### config.mk
export PLATFORM = sky130hd
export DESIGN_NAME = cfg_lock_bank
export DESIGN_NICKNAME = d
export VERILOG_FILES = /design/src/rtl/cfg_lock_pkg.sv /design/src/rtl/cfg_ctrl_reg.sv /design/src/rtl/limit_bank.sv /design/src/rtl/cfg_lock_bank.sv
export SDC_FILE = /design/constraint.sdc
export NUM_CORES = 1
export LEC_CHECK = 0
export BUFFER_PORTS_ARGS = -buffer_cell sky130_fd_sc_hd__clkbuf_2
export CORE_MARGIN = 2
export CORE_UTILIZATION = 40
export DETAILED_ROUTE_END_ITERATION = 6
export PLACE_DENSITY = 0.71
export SLEW_MARGIN = 20
export SYNTH_ARGS = -nofsm -noshare
export SYNTH_HDL_FRONTEND = slang
export SYNTH_SLANG_ARGS = --single-unit
export TNS_END_PERCENT = 30
### constraint.sdc
create_clock -name clk -period 1.3 [get_ports clk]
set_input_delay 0.065 -clock clk [delete_from_list [all_inputs] [get_ports clk]]
set_output_delay 0.065 -clock clk [all_outputs]
set_load 0.01 [all_outputs]
### src/rtl/cfg_lock_pkg.sv
package cfg_lock_pkg;
  localparam int CFG_W   = 8;
  localparam int B_START = 0;
  localparam int B_LOCK  = 1;
  localparam int B_READY = 2;
  localparam int B_FULL  = 3;
  localparam int B_PWR   = 4;
  localparam int B_SPIN  = 5;
  localparam int B_BTO   = 6;

  // bits writable regardless of the freeze flag
  localparam logic [CFG_W-1:0] FREE_MASK  = 8'h29;
  // bits held in flops (ready and bit 7 are not stored)
  localparam logic [CFG_W-1:0] STORE_MASK = 8'h7B;

  function automatic logic [CFG_W-1:0] cfg_next(input logic [CFG_W-1:0] cur,
                                                 input logic [CFG_W-1:0] wd,
                                                 input logic locked);
    if (locked)
      return (cur & ~FREE_MASK) | (wd & FREE_MASK);
    return (wd & STORE_MASK) | (cur & (CFG_W'(1) << B_LOCK));
  endfunction

  function automatic logic [CFG_W-1:0] cfg_view(input logic [CFG_W-1:0] cur,
                                                 input logic rdy);
    return (cur & STORE_MASK) | (CFG_W'(rdy) << B_READY);
  endfunction
endpackage

### src/rtl/cfg_ctrl_reg.sv
module cfg_ctrl_reg
  import cfg_lock_pkg::*;
(
  input  logic             clk,
  input  logic             rst_n,
  input  logic             wr_en,
  input  logic [CFG_W-1:0] wdata,
  input  logic             ready_in,
  output logic [CFG_W-1:0] cfg_q,
  output logic [CFG_W-1:0] cfg_rd
);
  logic [CFG_W-1:0] cfg_d;

  always_comb begin
    cfg_d = cfg_q;
    if (wr_en) cfg_d = cfg_next(cfg_q, wdata, cfg_q[B_LOCK]);
  end

  always_ff @(posedge clk or negedge rst_n) begin
    if (!rst_n) cfg_q <= '0;
    else        cfg_q <= cfg_d;
  end

  assign cfg_rd = cfg_view(cfg_q, ready_in);
endmodule

### src/rtl/limit_bank.sv
module limit_bank #(
  parameter int                    NUM_LIMITS     = 4,
  parameter logic [NUM_LIMITS*8-1:0] LIMIT_DEFAULTS = 32'h5A463C28,
  parameter logic [NUM_LIMITS-1:0] LOCK_MASK      = 4'b1011
) (
  input  logic                    clk,
  input  logic                    rst_n,
  input  logic [NUM_LIMITS-1:0]   wr_sel,
  input  logic [7:0]              wdata,
  input  logic                    locked,
  output logic [NUM_LIMITS-1:0]   wr_en,
  output logic [NUM_LIMITS*8-1:0] lim_q
);
  for (genvar i = 0; i < NUM_LIMITS; i++) begin : g_lim
    if (LOCK_MASK[i]) begin : g_lockable
      assign wr_en[i] = wr_sel[i] & ~locked;
    end else begin : g_free
      assign wr_en[i] = wr_sel[i];
    end

    always_ff @(posedge clk or negedge rst_n) begin
      if (!rst_n)        lim_q[i*8 +: 8] <= LIMIT_DEFAULTS[i*8 +: 8];
      else if (wr_en[i]) lim_q[i*8 +: 8] <= wdata;
    end
  end
endmodule

### src/rtl/cfg_lock_bank.sv
module cfg_lock_bank
  import cfg_lock_pkg::*;
#(
  parameter int                    NUM_LIMITS     = 4,
  parameter int                    ADDR_W         = 3,
  parameter logic [NUM_LIMITS*8-1:0] LIMIT_DEFAULTS = 32'h5A463C28,
  parameter logic [NUM_LIMITS-1:0] LOCK_MASK      = 4'b1011
) (
  input  logic                    clk,
  input  logic                    rst_n,
  input  logic                    ready_in,
  input  logic [ADDR_W-1:0]       reg_addr,
  input  logic [7:0]              reg_wdata,
  input  logic                    reg_we,
  input  logic                    reg_re,
  output logic [7:0]              reg_rdata,
  output logic                    mon_start,
  output logic                    lock_active,
  output logic                    force_full,
  output logic                    power_rpt,
  output logic                    spinup_dis,
  output logic                    bus_to_en,
  output logic                    force_duty_max,
  output logic [NUM_LIMITS*8-1:0] eff_limits
);
  localparam int LIM_W = NUM_LIMITS * 8;

  logic [CFG_W-1:0]      cfg_q, cfg_rd;
  logic                  cfg_wr_hit;
  logic [NUM_LIMITS-1:0] lim_sel, lim_wr_en;
  logic [LIM_W-1:0]      lim_q;
  logic [7:0]            rd_val;

  assign cfg_wr_hit = reg_we && (reg_addr == '0);

  for (genvar i = 0; i < NUM_LIMITS; i++) begin : g_dec
    assign lim_sel[i] = reg_we && (reg_addr == ADDR_W'(i + 1));
  end

  cfg_ctrl_reg u_cfg (
    .clk(clk), .rst_n(rst_n), .wr_en(cfg_wr_hit), .wdata(reg_wdata),
    .ready_in(ready_in), .cfg_q(cfg_q), .cfg_rd(cfg_rd)
  );

  limit_bank #(
    .NUM_LIMITS(NUM_LIMITS), .LIMIT_DEFAULTS(LIMIT_DEFAULTS), .LOCK_MASK(LOCK_MASK)
  ) u_lim (
    .clk(clk), .rst_n(rst_n), .wr_sel(lim_sel), .wdata(reg_wdata),
    .locked(cfg_q[B_LOCK]), .wr_en(lim_wr_en), .lim_q(lim_q)
  );

  always_comb begin
    rd_val = '0;
    if (reg_addr == '0) rd_val = cfg_rd;
    for (int i = 0; i < NUM_LIMITS; i++)
      if (reg_addr == ADDR_W'(i + 1)) rd_val = lim_q[i*8 +: 8];
  end

  always_ff @(posedge clk or negedge rst_n) begin
    if (!rst_n)      reg_rdata <= '0;
    else if (reg_re) reg_rdata <= rd_val;
  end

  assign mon_start      = cfg_q[B_START];
  assign lock_active    = cfg_q[B_LOCK];
  assign force_full     = cfg_q[B_FULL];
  assign power_rpt      = cfg_q[B_PWR];
  assign spinup_dis     = cfg_q[B_SPIN];
  assign bus_to_en      = cfg_q[B_BTO];
  assign force_duty_max = ~cfg_q[B_START];
  assign eff_limits     = cfg_q[B_START] ? lim_q : LIMIT_DEFAULTS;
endmodule

==> summary.txt <==
GRT overflow: 0
kind of critical path: reg2reg
Max Cap Viol: 0
Clock Pin Slew Worst Setup and Hold Paths: 0.08 ns
cell-internal power: 3.122 mW
Min-Delay Path Class: in2reg
Period minus WS final: 1.256 ns
Starting Density: 40.88%
final setup fails: 0
Die Ht: 81.09 um
RePlAce Congestion: 0.8101
largest net degree at the start of global routing: 47
fin util: 50.62%
Slew Limit Fails: 0
ratio of cells with drive above 1 in the final layout: 54.95%
residual DRC count: 0
DRT met1 WL: 2456 um
Fin. Hold Viols: 0
H-tree lvl count: 2
DR WL met2: 2678 um
vias: 1,738
Syn. warnings: 0
Iter 0 DRT Violations: 131
Vias/cell: 4.994
Placed Area: 0.002828 mm^2
CTS tree: done
fin nets: 288
Synth Register Bits: 46
row count: 28
Core Box Area: 0.005816 mm^2
DR WL/cell: 15.64 um
Worst Path Arrival: 1.45 ns
Cell Pwr Density: 1539 mW/mm^2
clock power share: 18.7%
final HPWL from detailed placement: 3973 um
total die area: 0.006576 mm^2
most common cell after layout, fill and taps aside: clkbuf_2
worst-case clock buffer depth: 2
clock sink count: 46
final critical-path share of the clock period: 96.62%
first-pass GRT wire length: 9032 um
# placed instances: 338
synthesized area per cell: 11.83 um^2
outcome: finished clean
Worst Tran Pin Value: 0.3472 ns
metal3 WL: 275 um
worst hold margin: 0.04337 ns
RSZ-0062 raised after global routing: true
Final Cell Area: 0.002944 mm^2
clock root buffer: clkbuf_8
synthesized cell area: 0.002377 mm^2
Power Total: 4.532 mW
Final ANT Viol Nets: 0
Crit Path Max Fanout: 8
final cell count without fillers: 348
Max Fclk: 796.1 MHz
area growth from synthesis to layout: 23.84%
highest routed layer: met4
initial antenna violation count: 0
Slew Limit Headroom: 76.85%
Setup Skew: 0.007943 ns
CP endpoint kind: flop
sequential area share after synthesis: 49.11%
net count after synthesis: 217
total CTS buffers: 5
Flop pwr share: 49.2%
VDD IR-drop max: 520.1 uV
router iterations before antenna repair: 5
number of global-route vias before repair: 1,804
Cells after Synth: 201
distinct cell type count after synthesis: 32
switching power: 1.410 mW
Req. time, crit path: 1.49 ns
startpoint types: flop
# port buffers: 62
total track usage: 18.49%
Die W: 81.09 um
switching share of total power: 31.12%
Routed WL: 5444 um
most frequent cells in the layout: clkbuf_2, mux2_2, dfrtp_1, nand2b_1, and2_1
num ports: 63
Comb pwr share: 32.2%
clock latency at the later pin of the worst-skew pair: 0.30 ns
diode count: 0
leak pwr: 1.358 nW
[cells by family after synthesis]
| logic type | after synthesis | share of synthesized area, % |
|---|---|---|
| and+or+nand+nor | 67 | 18.26 |
| DFF | 46 | 49.11 |
| muxes | 49 | 23.21 |
| buffers and inverters | 13 | 2.737 |
| AOI/OAI and AO/OA | 26 | 6.684 |
[final timing paths]
| check | cells after the start | endpoint | start | slack [ns] |
|---|---|---|---|---|
| worst max-delay path | 3 | u_lim.lim_q[7] | u_cfg.cfg_q[1] | 0.04 |
| worst min-delay path | 2 | u_cfg.cfg_q[1] | reg_wdata[1] | 0.04 |
| worst max register to register | 3 | u_lim.lim_q[7] | u_cfg.cfg_q[1] | 0.04 |
| worst min register to register | 1 | reg_rdata[7] | reg_rdata[7] | 0.51 |
| max in group asynchronous | 3 | u_lim.lim_q[3] | rst_n | 0.74 |
| min in group asynchronous | 3 | u_lim.lim_q[21] | rst_n | 0.27 |
[cell usage after synthesis]
master	n	area share, %
a31oi_1	5	1.3
a21oi_1	5	1.1
nor2_1	5	0.79
dfrtp_1	33	35
and2b_1	2	0.63
nand4b_2	1	0.63
nand3_1	1	0.21
buf_6	1	0.47
nand2_1	10	1.6
buf_4	1	0.32
a21o_1	1	0.32
and3_1	2	0.53
o22ai_1	2	0.53
inv_1	3	0.47
nand4b_4	1	1.0
buf_2	4	0.84
and2_1	19	5.0
mux2_1	1	0.47
nor2_2	1	0.26
clkbuf_1	4	0.63
nor3_2	1	0.42
dfstp_2	13	14
mux2_2	48	23
a22oi_2	1	0.53
nor2_4	1	0.47
o21ai_0	10	2.1
nand2_2	1	0.26
o211ai_2	1	0.53
o21a_1	1	0.32
nand3b_1	2	0.63
nand3b_4	1	0.84
nand2b_1	19	5.0
[power groups by stage]
stage	clock (mW)	sequential, mW	combinational, mW
after floorplan	0	2.18	0.932
after global placement	0	2.25	1.42
after detailed placement	0	2.26	1.44
after CTS	0.871	2.22	1.47
after global routing	0.933	2.29	1.61
final	0.847	2.23	1.46
[state kept, by name (all words and copies together), names as in the netlist]
signal and flops:
u_lim.lim_q 32, u_cfg.cfg_q 6, reg_rdata 8
[worst max-delay path: stages, from the launching register on]
cell	delay [ns]
dfrtp_2	0.45
nor2_4	0.18
nand2_2	0.20
mux2_2	0.33
[through the flow]
stage	setup WS (ns)	setup TNS, ns
floorplan	0.07729	0
global placement	0.04492	0
detailed placement	0.01409	0
CTS	0.005597	0
global route	-0.006754	-0.02344
finish	0.04389	0
[per-layer routing]
metal,global-route usage [%],up-vias
met3,4.889,2
met5,0,-
li1,-,843
met1,23.63,849
met2,30.91,44
met4,5.254,0
[layout make-up]
class	instances	area, um^2
Timing Repair Buffer	74	435.4
Sequential cell	46	1170
Clock buffer	8	80.08
Fill cell	574	2872
Inverter	3	11.26
Tap cell	75	93.84
Multi-Input combinational cell	142	1154
[what timing repair did]
item / 4_1_cts / 5_1_grt
hold endpoints to repair: 46 / 0
setup buffers: 1 / 0
setup endpoints to repair: 27 / 25
resized for setup: 1 / 4
hold buffers: 1 / 0
(Power assumes the default switching activity.)
